--- config.mk ---
export PLATFORM = sky130hd
export DESIGN_NAME = lf_halfbit_mod
export DESIGN_NICKNAME = d
export VERILOG_FILES = /design/src/rtl/lfm_pkg.sv /design/src/rtl/lfm_baud_timer.sv /design/src/rtl/lfm_sequencer.sv /design/src/rtl/lfm_keyer.sv /design/src/rtl/lf_halfbit_mod.sv
export SDC_FILE = /design/constraint.sdc
export NUM_CORES = 1
export LEC_CHECK = 0
export CAP_MARGIN = 20
export CORE_AREA = 4 4 46 44
export DETAILED_ROUTE_END_ITERATION = 16
export DIE_AREA = 0 0 50 48
export PLACE_DENSITY_LB_ADDON = 0.08
export SLEW_MARGIN = 0
export SYNTH_ARGS = -nofsm -noshare
export SYNTH_HDL_FRONTEND = slang
export SYNTH_SLANG_ARGS = --single-unit
--- constraint.sdc ---
create_clock -name clk -period 3.76 [get_ports clk]
set_input_delay 0.564 -clock clk [delete_from_list [all_inputs] [get_ports clk]]
set_output_delay 0.564 -clock clk [all_outputs]
set_load 0.02 [all_outputs]
--- src/rtl/lfm_pkg.sv ---
package lfm_pkg;

   typedef logic [1:0] lfm_rate_t;
   typedef logic [1:0] lfm_pair_t;

   function automatic int lfm_max4(input int a, input int b, input int c, input int d);
      int m;
      m = a;
      if (b > m) m = b;
      if (c > m) m = c;
      if (d > m) m = d;
      return m;
   endfunction

endpackage

--- src/rtl/lfm_baud_timer.sv ---
module lfm_baud_timer
   import lfm_pkg::*;
#(
   parameter int HALF_R0 = 512,
   parameter int HALF_R1 = 256,
   parameter int HALF_R2 = 160,
   parameter int HALF_R3 = 128,
   parameter int CNT_W   = 10
) (
   input  logic      clk,
   input  logic      rst_n,
   input  logic      run,
   input  logic      tick,
   input  lfm_rate_t rate,
   output logic      half_done
);

   logic [CNT_W-1:0] cnt_q;
   logic [CNT_W-1:0] last_val;

   always_comb begin
      case (rate)
         2'd0:    last_val = CNT_W'(HALF_R0 - 1);
         2'd1:    last_val = CNT_W'(HALF_R1 - 1);
         2'd2:    last_val = CNT_W'(HALF_R2 - 1);
         default: last_val = CNT_W'(HALF_R3 - 1);
      endcase
   end

   assign half_done = run && tick && (cnt_q >= last_val);

   always_ff @(posedge clk) begin
      if (!rst_n || !run) begin
         cnt_q <= '0;
      end else if (half_done) begin
         cnt_q <= '0;
      end else if (tick) begin
         cnt_q <= cnt_q + 1'b1;
      end
   end

endmodule

--- src/rtl/lfm_sequencer.sv ---
module lfm_sequencer
   import lfm_pkg::*;
(
   input  logic      clk,
   input  logic      rst_n,
   input  logic      start,
   input  logic      stop,
   input  logic      fault,
   input  logic      buf_valid,
   input  lfm_pair_t buf_pair,
   input  logic      half_done,
   output logic      pop,
   output logic      active,
   output logic      cur_bit,
   output logic      first_bit
);

   logic      active_q;
   logic      upper_q;
   lfm_pair_t pair_q;
   logic      first_q;
   logic      abort;
   logic      launch;
   logic      refill;

   assign abort  = stop || fault;
   assign launch = !abort && !active_q && start && buf_valid;
   assign refill = !abort && active_q && half_done && upper_q && buf_valid;
   assign pop    = launch || refill;

   always_ff @(posedge clk) begin
      if (!rst_n) begin
         active_q <= 1'b0;
         upper_q  <= 1'b0;
         pair_q   <= '0;
         first_q  <= 1'b0;
      end else if (abort) begin
         active_q <= 1'b0;
         upper_q  <= 1'b0;
      end else if (launch) begin
         active_q <= 1'b1;
         upper_q  <= 1'b0;
         pair_q   <= buf_pair;
         first_q  <= buf_pair[0];
      end else if (active_q && half_done) begin
         if (!upper_q) begin
            upper_q <= 1'b1;
         end else if (buf_valid) begin
            upper_q <= 1'b0;
            pair_q  <= buf_pair;
         end else begin
            active_q <= 1'b0;
            upper_q  <= 1'b0;
         end
      end
   end

   assign active    = active_q;
   assign cur_bit   = upper_q ? pair_q[1] : pair_q[0];
   assign first_bit = first_q;

endmodule

--- src/rtl/lfm_keyer.sv ---
module lfm_keyer #(
   parameter bit ENABLE_PSK = 1'b1
) (
   input  logic active,
   input  logic psk,
   input  logic cur_bit,
   input  logic first_bit,
   output logic gate,
   output logic invert
);

   generate
      if (ENABLE_PSK) begin : g_psk
         assign gate   = active && (psk || cur_bit);
         assign invert = active && psk && (cur_bit ^ first_bit);
      end else begin : g_ask_only
         logic unused_psk;
         assign unused_psk = psk ^ first_bit;
         assign gate       = active && cur_bit;
         assign invert     = 1'b0;
      end
   endgenerate

endmodule

--- src/rtl/lf_halfbit_mod.sv ---
module lf_halfbit_mod
   import lfm_pkg::*;
#(
   parameter int HALF_R0    = 512,
   parameter int HALF_R1    = 256,
   parameter int HALF_R2    = 160,
   parameter int HALF_R3    = 128,
   parameter bit ENABLE_PSK = 1'b1
) (
   input  logic       clk,
   input  logic       rst_n,
   input  logic       tick_us,
   input  logic [1:0] cfg_rate,
   input  logic       cfg_psk,
   input  logic       start,
   input  logic       stop,
   input  logic       fault,
   input  logic       buf_valid,
   input  logic [1:0] buf_pair,
   output logic       buf_pop,
   output logic       mod_active,
   output logic       carrier_en,
   output logic       carrier_inv
);

   localparam int HALF_MAX = lfm_max4(HALF_R0, HALF_R1, HALF_R2, HALF_R3);
   localparam int CNT_W    = (HALF_MAX < 2) ? 1 : $clog2(HALF_MAX);

   generate
      if (HALF_R0 < 1 || HALF_R1 < 1 || HALF_R2 < 1 || HALF_R3 < 1) begin : g_bad_len
         $error("lf_halfbit_mod: every half-bit length must be at least one tick");
      end
   endgenerate

   logic half_done;
   logic active;
   logic cur_bit;
   logic first_bit;

   lfm_baud_timer #(
      .HALF_R0 (HALF_R0),
      .HALF_R1 (HALF_R1),
      .HALF_R2 (HALF_R2),
      .HALF_R3 (HALF_R3),
      .CNT_W   (CNT_W)
   ) u_timer (
      .clk       (clk),
      .rst_n     (rst_n),
      .run       (active),
      .tick      (tick_us),
      .rate      (cfg_rate),
      .half_done (half_done)
   );

   lfm_sequencer u_seq (
      .clk       (clk),
      .rst_n     (rst_n),
      .start     (start),
      .stop      (stop),
      .fault     (fault),
      .buf_valid (buf_valid),
      .buf_pair  (buf_pair),
      .half_done (half_done),
      .pop       (buf_pop),
      .active    (active),
      .cur_bit   (cur_bit),
      .first_bit (first_bit)
   );

   lfm_keyer #(
      .ENABLE_PSK (ENABLE_PSK)
   ) u_keyer (
      .active    (active),
      .psk       (cfg_psk),
      .cur_bit   (cur_bit),
      .first_bit (first_bit),
      .gate      (carrier_en),
      .invert    (carrier_inv)
   );

   assign mod_active = active;

endmodule

After elaboration in Yosys (flattened, before gate mapping)
Cells that the tools add are included.
Widths: inputs -> output; s select.
{ "totals": {"register_bits": 14, "output_inout_bits": 4} }
{ "classes": {"addsub": 1, "bitwise": 3, "n_eq_ne": 3, "n_lt_le_gt_ge": 1, "muxes": 11, "reduce_logical": 30} }
{ "op_table": {"columns": ["op", "count"], "rows": [
  ["$pmux 9 s3", 1],
  ["$logic_and 1x1->1", 13],
  ["$add 9x1->9 const B", 1],
  ["$ge 9x9->1", 1],
  ["$mux 2", 4],
  ["$mux 1", 6],
  ["$reduce_bool 2->1", 3],
  ["$logic_or 1x1->1", 4],
  ["$reduce_and 4->1", 1],
  ["$reduce_or 2->1", 2],
  ["$logic_not 1->1", 3],
  ["$reduce_and 3->1", 1],
  ["$reduce_or 3->1", 1],
  ["$eq 2x1->1 const B", 1],
  ["$eq 2x2->1 const B", 1],
  ["$logic_not 2->1", 1],
  ["$ne 2x1->1 const B", 1],
  ["$not 1->1", 2],
  ["$reduce_and 2->1", 1],
  ["$xor 1x1->1", 1]
]} }

Longest topological paths before layout
Gate-level depths: netlist of the first run.
{ "logic_depth": {"ltp_word": 8, "depth_mapped": 8, "mapped_depth_nobuf": 8} }

Hierarchy
Synthesis of the first run repeated with hierarchy kept, for this count alone.
{ "unflattened": {"hier_cells": 90, "area_unflattened_um2": 809.5} }
{ "modules_own_cells": {"columns": ["mod", "instances", "cells_each", "area_each_um2", "seq_area_each_um2"], "rows": [
  ["lfm_baud_timer", 1, 58, 530.5, 180.2],
  ["lfm_sequencer", 1, 29, 256.5, 100.1],
  ["lfm_keyer", 1, 3, 22.5, 0.0]
]} }

Worst setup path before layout of the first run
No wires, ideal clock.
{ "synth_timing": {"kind": "input port to output port", "from": "input port cfg_rate[1]", "to": "output port buf_pop", "path_stages": 8, "t_required_ns": 3.196, "path_buffers": 0, "slack_ns": 0.949, "t_arrival_ns": 2.247, "cell_sequence": "or2_2 -> ha_1 -> nand4_1 -> or3_1 -> o21ai_1 -> o211a_4 -> a41oi_4 -> inv_1"} }
{ "synth_via": {"elab_chain_cells": 8, "elab_cells_between_ends": 10, "cone_classes": "order compare: 1; eq/ne: 2; mux: 1; reduce/logical: 6"} }
{ "synth_rtl": {"columns": ["element", "line", "rtl"], "rows": [
  ["from (decl)", "lf_halfbit_mod.sv:13", "input logic [1:0] cfg_rate,"],
  ["$eq 2x2->1, or another cell as far along", "lfm_baud_timer.sv:22", "case (rate)"],
  ["$pmux 9 s3 (*)", "lfm_baud_timer.sv:22", null],
  ["$ge 9x9->1 (*)", "lfm_baud_timer.sv:30", "assign half_done = run && tick && (cnt_q >= last_val);"],
  ["$logic_and 1x1->1 (*)", "lfm_baud_timer.sv:30", null],
  ["$logic_and 1x1->1 (*) (3 in a row)", "lfm_sequencer.sv:28", "assign refill = !abort && active_q && half_done && upper_q && buf_valid;"],
  ["$logic_or 1x1->1 (*)", "lfm_sequencer.sv:29", "assign pop = launch || refill;"],
  ["to (decl)", "lf_halfbit_mod.sv:20", "output logic buf_pop,"]
]} }
Every way passes the cells marked *; elsewhere a longest branch is shown, timed or not.

Final worst setup path of the first run
Ends and elaborated chain as after synthesis.

==> results of run 1 <==
[flip-flops by register name, indices dropped and copies added, names as in the netlist]
name / count
u_seq.pair_q: 2
u_seq.first_bit: 1
u_seq.upper_q: 1
u_seq.active: 1
u_timer.cnt_q: 9
[path summary, 6_finish.rpt]
check	start	to	cells past startpoint	slack [ps]
max	cfg_rate[1]	buf_pop	10	250
min	u_seq.pair_q[0]$_SDFFE_PN0P_	u_seq.pair_q[0]$_SDFFE_PN0P_	2	470
min reg2reg	u_seq.pair_q[0]$_SDFFE_PN0P_	u_seq.pair_q[0]$_SDFFE_PN0P_	2	470
max reg2reg	u_timer.cnt_q[7]$_SDFFE_PP0P_	u_seq.pair_q[1]$_SDFFE_PN0P_	8	1750
[final cells by class]
| type | count | area [um^2] |
|---|---|---|
| sequential | 14 | 280 |
| timing repair buffer | 19 | 179 |
| inverter | 2 | 7.51 |
| clock buffer | 4 | 36.3 |
| fill | 132 | 563 |
| tap | 24 | 30.0 |
| multi-input combinational | 68 | 498 |
[cells in the mapped netlist (2+ instances only)]
cell type and instances:
sky130_fd_sc_hd__nand2_1 10, sky130_fd_sc_hd__inv_1 2, sky130_fd_sc_hd__xor2_1 6, sky130_fd_sc_hd__clkbuf_1 2
sky130_fd_sc_hd__o21a_1 2, sky130_fd_sc_hd__mux2i_1 4, sky130_fd_sc_hd__nand4_1 5, sky130_fd_sc_hd__nor2_1 14
sky130_fd_sc_hd__a21oi_1 2, sky130_fd_sc_hd__xnor2_1 4, sky130_fd_sc_hd__ha_1 4, sky130_fd_sc_hd__and4b_1 2
sky130_fd_sc_hd__dfxtp_1 14
[worst max-delay path, stage by stage]
cell	delay, ps
sky130_fd_sc_hd__clkdlybuf4s50_1	430
sky130_fd_sc_hd__or2_2	310
sky130_fd_sc_hd__ha_1	300
sky130_fd_sc_hd__nand4_1	90
sky130_fd_sc_hd__or3_1	360
sky130_fd_sc_hd__o21ai_1	200
sky130_fd_sc_hd__o211a_4	200
sky130_fd_sc_hd__a41oi_4	110
sky130_fd_sc_hd__inv_1	70
sky130_fd_sc_hd__dlygate4sd2_1	320
[through the flow]
| step | util | instance area (um^2) |
|---|---|---|
| after floorplan | - | 793 |
| after global placement | 0.625 | 996 |
| after CTS | 0.647 | 1030 |
| final | 0.647 | 1030 |
| after global routing | 0.647 | 1030 |
| after detailed placement | 0.625 | 996 |
[repair_timing]
action / CTS / global route
setup endpoints to repair: 1 / 0
hold buffers: 0 / 0
gates resized for setup: 1 / 0
[cells by family after synthesis]
logic type,Yosys count
flops,14
compound gates,8
simple gates,40
mux,5
fa+ha+maj,5
xor+xnor,10
buf+inv,4
[power groups by stage]
stage	Sequential, W	Combinational (W)	Clock [W]
2_1_floorplan	0.000153	0.0000125	0
4_1_cts	0.000150	0.0000293	0.000114
3_5_place_dp	0.000153	0.0000293	0
6_report	0.000149	0.0000291	0.000108
3_3_place_gp	0.000153	0.0000291	0
5_1_grt	0.000150	0.0000317	0.000122
[layer usage]
metal | up-vias | wire [um]
li1 | 339 | -
met2 | 8 | 638
met5 | - | 0
met4 | 0 | 19
met3 | 2 | 64
met1 | 300 | 723
==> tab_implementation.tex, run 1 <==
\begin{tabular}{lr}
\hline
Metric & Value \\
\hline
\multicolumn{2}{l}{\textbf{Run status}} \\
\quad Status & finished, final reports clean \\
\multicolumn{2}{l}{\textbf{Timing}} \\
\quad Number of endpoints failing setup at the final stage & 0 \\
\quad Worst-case setup margin in the final layout & 248 ps \\
\quad Pin slew with the least headroom to its limit & 352 ps \\
\quad TNS Setup & 0 ps \\
\quad RSZ-0062 raised after global routing & false \\
\quad Highest Clock Rate & 0.285 GHz \\
\quad Skew final & 8.85 ps \\
\quad Relative slew slack & 0.764 \\
\quad Number of max-slew violations in the final report & 0 \\
\quad Minimum period implied by the final worst setup slack & 3510 ps \\
\quad Hold violation total from the final report & 0 \\
\quad Hold slack final & 469 ps \\
\quad Portion of the clock cycle consumed by the worst path in the final layout & 0.934 \\
\multicolumn{2}{l}{\textbf{Synth}} \\
\quad Combinational family with the most area after synthesis & simple AND/OR/NAND/NOR gates \\
\quad Part of the Yosys area used for sequential elements & 0.353 \\
\quad Simple-gate portion of the synthesized area & 0.270 \\
\quad Async S/R FF share, synth & 0 \\
\quad Nets in the synthesized netlist & 102 \\
\quad Number of flops mapped to enable cells by yosys & 0 \\
\quad Top post-synthesis cells by area & sky130\_fd\_sc\_hd\_\_dfxtp\_1, sky130\_fd\_sc\_hd\_\_nor2\_1, sky130\_fd\_sc\_hd\_\_xor2\_1 \\
\quad Fraction of post-synthesis cell area in the top cell type by area & 0.353 \\
\quad Largest area contributor in the synthesized netlist & sky130\_fd\_sc\_hd\_\_dfxtp\_1 \\
\quad Post-synthesis sequential element count & 14 \\
\quad Share of the synthesized netlist area taken by xor and xnor gates & 0.110 \\
\quad Most used flip-flop cell after synthesis & sky130\_fd\_sc\_hd\_\_dfxtp\_1 \\
\quad Cell area after synthesis & 793 um\^{}2 \\
\quad Distinct cell type count after synthesis & 28 \\
\quad Post-synthesis instance total & 86 \\
\quad Yosys Warn Count & 0 \\
\quad Synth Area in Adders & 0.0773 \\
\quad Multiplexer share of the synthesized area & 0.0647 \\
\quad Compound-Gate Fraction of Synth Area & 0.106 \\
\quad Avg Inst Size Synth & 9.22 um\^{}2 \\
\multicolumn{2}{l}{\textbf{Power and ir drop}} \\
\quad Areal power density over the cells & 278 nW/um\^{}2 \\
\quad Design Power & 0.000286 W \\
\quad Psw & 0.0000608 W \\
\quad Combinational power share & 0.102 \\
\quad Worst IR Drop VDD & 0.000210 V \\
\quad Cell internal power dissipation & 0.000226 W \\
\quad Share of power burned in registers & 0.522 \\
\quad Leak & 0.401 nW \\
\quad Net switching fraction of the power & 0.212 \\
\quad Fraction of power consumed by the clock network & 0.376 \\
\multicolumn{2}{l}{\textbf{Clock tree}} \\
\quad Clock root buffer master & sky130\_fd\_sc\_hd\_\_clkbuf\_4 \\
\quad CTS tree & built \\
\quad Clock Tree Buf Depth & 2 \\
\quad Number of sinks driven by the clock tree & 14 \\
\quad Source-to-sink clock delay at the later pin of the worst-skew pair & 280 ps \\
\quad Buffer count from post-CTS setup fixing & 0 \\
\quad Total clock buffers created by CTS & 3 \\
\quad CTS H-tree depth & 1 \\
\quad Clock-pin slew on the worst setup and hold paths & 80 ps \\
\multicolumn{2}{l}{\textbf{Detailed routing}} \\
\quad Vias & 649 \\
\quad Remaining DRCs & 0 \\
\quad Routed WL & 1.45 mm \\
\quad Count of routing violations after the opening detailed-route iteration & 11 \\
\quad Via density per instance & 4.95 \\
\quad Drt wl/cell & 11.0 um \\
\quad Pre-antenna DRT Iters & 4 \\
\quad Count of nets left with antenna violations after detail routing & 0 \\
\multicolumn{2}{l}{\textbf{Placement}} \\
\quad Placed instance count & 127 \\
\quad Place WS & -28.7 ps \\
\quad GPL Wtd Cong & 0.753 \\
\quad Input/output buffers & 15 \\
\quad Post-detailed-placement half-perimeter wirelength & 1.13 mm \\
\multicolumn{2}{l}{\textbf{Critical path}} \\
\quad Crit path max fanout & 3 \\
\quad Critical path class & input port to primary output \\
\quad Critical path arrival & 2950 ps \\
\quad Nature of the critical path startpoint & input port \\
\quad Kind of end point of the critical path & primary output \\
\quad Required arrival time at the worst endpoint & 3200 ps \\
\multicolumn{2}{l}{\textbf{Die}} \\
\quad Area of the core & 1590 um\^{}2 \\
\quad Vert. Die Dim & 48 um \\
\quad Number of top-level pins & 16 \\
\quad Horiz. Die Dim & 50 um \\
\quad Core Rows & 14 \\
\quad DIE AREA & 2400 um\^{}2 \\
\quad Initial Util & 0.498 \\
\multicolumn{2}{l}{\textbf{Layout}} \\
\quad Area growth from synthesis to layout & 30.0\% \\
\quad Number of nets in the layout & 124 \\
\quad Commonest cells after routing, fill and taps aside & sky130\_fd\_sc\_hd\_\_nor2\_1, sky130\_fd\_sc\_hd\_\_clkdlybuf4s50\_1, sky130\_fd\_sc\_hd\_\_dfxtp\_1 \\
\quad Non-filler instance count after layout & 131 \\
\quad Fraction of final layout cells sized beyond drive strength 1 & 0.159 \\
\quad Number of diodes added for antenna fixing & 0 \\
\multicolumn{2}{l}{\textbf{Min path}} \\
\quad Class of the most critical hold timing path & flip-flop to flip-flop \\
\multicolumn{2}{l}{\textbf{Run}} \\
\quad Max-cap violations & 0 \\
\multicolumn{2}{l}{\textbf{Global route}} \\
\quad Global routing's busiest layer & met2 \\
\quad Wire length of the first global-routing pass & 2.46 mm \\
\quad Maximum number of pins on one net before global-route repair & 10 \\
\quad Met2 global-route usage & 0.201 \\
\quad Number of global-route vias before repair & 564 \\
\quad Met1 routing resource usage after global routing & 0.179 \\
\quad All-layer global routing usage & 0.143 \\
\quad Residual overflow from global routing & 0 \\
\quad Met3 track demand over resource in global routing & 0.0717 \\
\quad Antenna violations before repair & 0 \\
\hline
\end{tabular}
(Power assumes the default switching activity.)
==> run 2, diff against run 1 <==
--- a/config.mk
+++ b/config.mk
@@ -7,6 +7,7 @@
 export LEC_CHECK = 0
 export CAP_MARGIN = 20
 export CORE_AREA = 4 4 46 44
+export CTS_CLUSTER_SIZE = 8
 export DETAILED_ROUTE_END_ITERATION = 16
 export DIE_AREA = 0 0 50 48
 export PLACE_DENSITY_LB_ADDON = 0.08
==> results of run 2 <==
Same layout as run 1: the final DEF is identical, and so are final timing and power.
==> run 3, diff against run 2 <==
--- a/config.mk
+++ b/config.mk
@@ -5,11 +5,12 @@
 export SDC_FILE = /design/constraint.sdc
 export NUM_CORES = 1
 export LEC_CHECK = 0
+export ABC_AREA = 1
 export CAP_MARGIN = 20
-export CORE_AREA = 4 4 46 44
+export CORE_AREA = 4 4 47 45
 export CTS_CLUSTER_SIZE = 8
 export DETAILED_ROUTE_END_ITERATION = 16
-export DIE_AREA = 0 0 50 48
+export DIE_AREA = 0 0 51 49
 export PLACE_DENSITY_LB_ADDON = 0.08
 export SLEW_MARGIN = 0
 export SYNTH_ARGS = -nofsm -noshare
==> tab_implementation.tex, run 3 <==
\begin{tabular}{lr}
\hline
Metric & Value \\
\hline
\multicolumn{2}{l}{\textbf{Critical path}} \\
\quad Maximum single-stage delay on the critical path & 600 ps (+170 ps) \\
\quad Depth of the worst register-to-register path & 10 (+2) \\
\quad Kind of end point of the critical path & primary output \\
\quad Critical path arrival & 2610 ps (-340 ps) \\
\quad Critical path class & input port to primary output \\
\quad Master of the slowest instance on the critical path & sky130\_fd\_sc\_hd\_\_clkdlybuf4s50\_1 \\
\quad CP endpoint & buf\_pop \\
\quad Register-to-register setup slack & 2320 ps (+570 ps) \\
\quad Cell with the most instances on the worst path & sky130\_fd\_sc\_hd\_\_nand2\_1 \\
\quad Critical Path Start & cfg\_rate[0] \\
\quad Nature of the critical path startpoint & input port \\
\quad Required arrival time at the worst endpoint & 3200 ps (about the same) \\
\quad Reg-to-reg critical path endpoint & u\_seq.pair\_q[0]\$\_SDFFE\_PN0P\_ \\
\quad Cell Chain, Critical Path & clkdlybuf4s50\_1, inv\_1, nand2\_1, ha\_1, nand2\_1, nor2\_2, nand2\_1, nand3\_2, nand3\_2, nand2\_1, clkdlybuf4s50\_1 \\
\quad Worst R2R Start & u\_timer.cnt\_q[0]\$\_SDFFE\_PP0P\_ \\
\quad Crit path max fanout & 5 (+2) \\
\multicolumn{2}{l}{\textbf{Layout}} \\
\quad Area growth from synthesis to layout & 23.9\% \\
\quad Most common cell after layout, fill and taps aside & sky130\_fd\_sc\_hd\_\_nand2\_1 \\
\quad Sequential cell area & 280 um\^{}2 (unchanged) \\
\quad Fraction of final layout cells sized beyond drive strength 1 & 0.165 (+0.00654) \\
\quad Number of diodes added for antenna fixing & 0 (unchanged) \\
\quad Multi-input logic area & 504 um\^{}2 (+1.3\%) \\
\quad Largest register FFs & 9 (unchanged) \\
\quad Biggest registers after layout & u\_timer.cnt\_q x9, u\_seq.pair\_q x2 \\
\quad Number of filler cells placed in the layout & 155 (+17\%) \\
\quad Commonest cells after routing, fill and taps aside & sky130\_fd\_sc\_hd\_\_nand2\_1, sky130\_fd\_sc\_hd\_\_nor2\_1, sky130\_fd\_sc\_hd\_\_inv\_1, sky130\_fd\_sc\_hd\_\_clkdlybuf4s50\_1, sky130\_fd\_sc\_hd\_\_dfxtp\_1 \\
\quad Reg with most FFs & u\_timer.cnt\_q \\
\quad Number of nets in the layout & 151 (+22\%) \\
\multicolumn{2}{l}{\textbf{Synth}} \\
\quad Most frequently used cell type in the post-synthesis netlist & sky130\_fd\_sc\_hd\_\_nand2\_1 \\
\quad Distinct cell type count after synthesis & 20 (-29\%) \\
\quad Commonest cells in the synthesized netlist & sky130\_fd\_sc\_hd\_\_nand2\_1, sky130\_fd\_sc\_hd\_\_nor2\_1, sky130\_fd\_sc\_hd\_\_inv\_1, sky130\_fd\_sc\_hd\_\_dfxtp\_1 \\
\quad Nets in the synthesized netlist & 131 (+28\%) \\
\quad Post-synthesis sequential element count & 14 (unchanged) \\
\quad Yosys Warn Count & 0 (unchanged) \\
\quad Fraction of post-synthesis cell area in the top cell type by area & 0.330 (-0.0229) \\
\quad Top post-synthesis cells by area & sky130\_fd\_sc\_hd\_\_dfxtp\_1, sky130\_fd\_sc\_hd\_\_nand2\_1, sky130\_fd\_sc\_hd\_\_nor2\_1 \\
\quad Part of the Yosys area used for sequential elements & 0.330 (-0.0229) \\
\quad Cell area after synthesis & 848 um\^{}2 (+6.9\%) \\
\quad Avg Inst Size Synth & 7.38 um\^{}2 (-20\%) \\
\quad Async S/R FF share, synth & 0 (unchanged) \\
\quad Post-synthesis instance total & 115 (+34\%) \\
\quad Number of flops mapped to enable cells by yosys & 0 (unchanged) \\
\quad Most used flip-flop cell after synthesis & sky130\_fd\_sc\_hd\_\_dfxtp\_1 \\
\quad Largest area contributor in the synthesized netlist & sky130\_fd\_sc\_hd\_\_dfxtp\_1 \\
\multicolumn{2}{l}{\textbf{Clock tree}} \\
\quad Number of gates given a new drive strength after cts & 0 (-1) \\
\quad Hold buffers post-CTS & 0 (unchanged) \\
\quad Source-to-sink clock delay at the later pin of the worst-skew pair & 270 ps (about the same) \\
\quad Buffer count from post-CTS setup fixing & 0 (unchanged) \\
\quad Clock root buffer master & sky130\_fd\_sc\_hd\_\_clkbuf\_4 \\
\quad Number of sinks driven by the clock tree & 14 (unchanged) \\
\quad Clock Tree Buf Depth & 2 (unchanged) \\
\quad Total clock buffers created by CTS & 3 (unchanged) \\
\quad CTS tree & built \\
\quad CTS H-tree depth & 1 (unchanged) \\
\quad Clock-pin slew on the worst setup and hold paths & 80 ps (about the same) \\
\multicolumn{2}{l}{\textbf{Detailed routing}} \\
\quad Remaining DRCs & 0 (unchanged) \\
\quad Via density per instance & 4.85 (-2.0\%) \\
\quad Pre-antenna DRT Iters & 4 (unchanged) \\
\quad Vias & 762 (+17\%) \\
\quad Count of nets left with antenna violations after detail routing & 0 (unchanged) \\
\quad Routed WL & 1.51 mm (+4.5\%) \\
\quad Drt wl/cell & 9.62 um (-13\%) \\
\quad Count of routing violations after the opening detailed-route iteration & 18 (+7) \\
\multicolumn{2}{l}{\textbf{Power and ir drop}} \\
\quad Worst IR Drop VDD & 0.000181 V (-14\%) \\
\quad Areal power density over the cells & 247 nW/um\^{}2 (-11\%) \\
\quad Leak & 0.442 nW (+10\%) \\
\multicolumn{2}{l}{\textbf{Timing}} \\
\quad Pin slew with the least headroom to its limit & 287 ps (-65.7 ps) \\
\quad Relative slew slack & 0.808 (+0.0440) \\
\quad Number of max-slew violations in the final report & 0 (unchanged) \\
\quad Hold violation total from the final report & 0 (unchanged) \\
\quad Skew final & 1.94 ps (-6.91 ps) \\
\quad Number of endpoints failing setup at the final stage & 0 (unchanged) \\
\quad TNS Setup & 0 ps (unchanged) \\
\quad RSZ-0062 raised after global routing & false \\
\quad Portion of the clock cycle consumed by the worst path in the final layout & 0.845 (-0.0893) \\
\quad Highest Clock Rate & 0.315 GHz (+11\%) \\
\quad Minimum period implied by the final worst setup slack & 3180 ps (-336 ps) \\
\quad Hold slack final & 505 ps (+36.1 ps) \\
\multicolumn{2}{l}{\textbf{Global route}} \\
\quad Number of global-route vias before repair & 618 (+9.6\%) \\
\quad Maximum number of pins on one net before global-route repair & 10 (unchanged) \\
\quad All-layer global routing usage & 0.130 (-0.0126) \\
\quad Residual overflow from global routing & 0 (unchanged) \\
\quad Antenna violations before repair & 0 (unchanged) \\
\quad Wire length of the first global-routing pass & 2.55 mm (+3.7\%) \\
\multicolumn{2}{l}{\textbf{Die}} \\
\quad Area of the core & 1630 um\^{}2 (+2.2\%) \\
\quad Core Rows & 14 (unchanged) \\
\quad DIE AREA & 2500 um\^{}2 (+4.1\%) \\
\quad Horiz. Die Dim & 51 um (+2.0\%) \\
\quad Number of top-level pins & 16 (unchanged) \\
\quad Vert. Die Dim & 49 um (+2.1\%) \\
\quad Initial Util & 0.521 (+0.0231) \\
\multicolumn{2}{l}{\textbf{Placement}} \\
\quad Input/output buffers & 15 (unchanged) \\
\quad Post-detailed-placement half-perimeter wirelength & 1.25 mm (+10\%) \\
\quad GPL Wtd Cong & 0.820 (+8.9\%) \\
\multicolumn{2}{l}{\textbf{Run}} \\
\quad Max-cap violations & 0 (unchanged) \\
\multicolumn{2}{l}{\textbf{Min path}} \\
\quad Class of the most critical hold timing path & flip-flop to flip-flop \\
\multicolumn{2}{l}{\textbf{Run status}} \\
\quad Status & finished, final reports clean \\
\hline
\end{tabular}
-- run 3: routing by layer --
layer | up-vias | global-route usage | share of wire
met1 | 346 | 0.173 | 0.47
met3 | 2 | 0.0336 | 0.063
met2 | 15 | 0.197 | 0.45
li1 | 399 | - | -
met4 | 0 | 0.0538 | 0.011
met5 | - | 0 | 0
-- run 3: kinds of logic after synthesis --
logic type,Yosys count,share of synthesized area
and+or+nand+nor,63,0.392
xor gates and xnor gates,8,0.0826
buffers and inverters,17,0.0752
DFF,14,0.330
AOI/OAI and AO/OA,9,0.0605
adders and majority gates,4,0.0590
-- run 3: critical path: cells and delay by family --
family	cells	cell delay (ps)
simple gates	7	610
buf+inv	3	1150
fa+ha+maj	1	290
-- run 3: how the worst min path moves through the flow --
stage,start,to,slack [ps],cells past startpoint
finish,u_timer.cnt_q[1]$_SDFFE_PP0P_,u_timer.cnt_q[1]$_SDFFE_PP0P_,510,2
global route,u_seq.first_bit$_SDFFE_PN0P_,u_seq.first_bit$_SDFFE_PN0P_,540,2
CTS,u_timer.cnt_q[1]$_SDFFE_PP0P_,u_timer.cnt_q[1]$_SDFFE_PP0P_,510,2
detailed placement,u_timer.cnt_q[1]$_SDFFE_PP0P_,u_timer.cnt_q[1]$_SDFFE_PP0P_,500,2
global placement,u_timer.cnt_q[1]$_SDFFE_PP0P_,u_timer.cnt_q[1]$_SDFFE_PP0P_,490,2
floorplan,u_timer.cnt_q[1]$_SDFFE_PP0P_,u_timer.cnt_q[1]$_SDFFE_PP0P_,480,2
-- run 3: power by group --
| group | total [W] | internal, W | switching, W | leakage, nW |
|---|---|---|---|---|
| clock network | 0.0000822 | 0.0000371 | 0.0000451 | 0.0138 |
| registers | 0.000150 | 0.000149 | 0.000000688 | 0.113 |
| logic | 0.0000277 | 0.0000151 | 0.0000126 | 0.315 |
| total | 0.000260 | 0.000202 | 0.0000584 | 0.442 |
-- run 3: stage by stage --
stage                     power [W]  worst slack [ps]  utilization  cell area [um^2]  instances
after floorplan            0.000164              1650            -               848        115
after detailed placement   0.000181               575        0.631              1030        154
after global routing       0.000272               443        0.645              1050        157
after CTS                  0.000264               570        0.645              1050        157
final                      0.000260               584        0.645              1050        157
after global placement     0.000181               615        0.631              1030        154
-- run 3: area by class of cell --
cell class              instances  share of cell area
flip-flops and latches         14               0.267
clock buffers                   3              0.0214
repair buffers                 15               0.143
well taps                      24              0.0286
multi-input cells              84               0.480
inverters                      17              0.0607
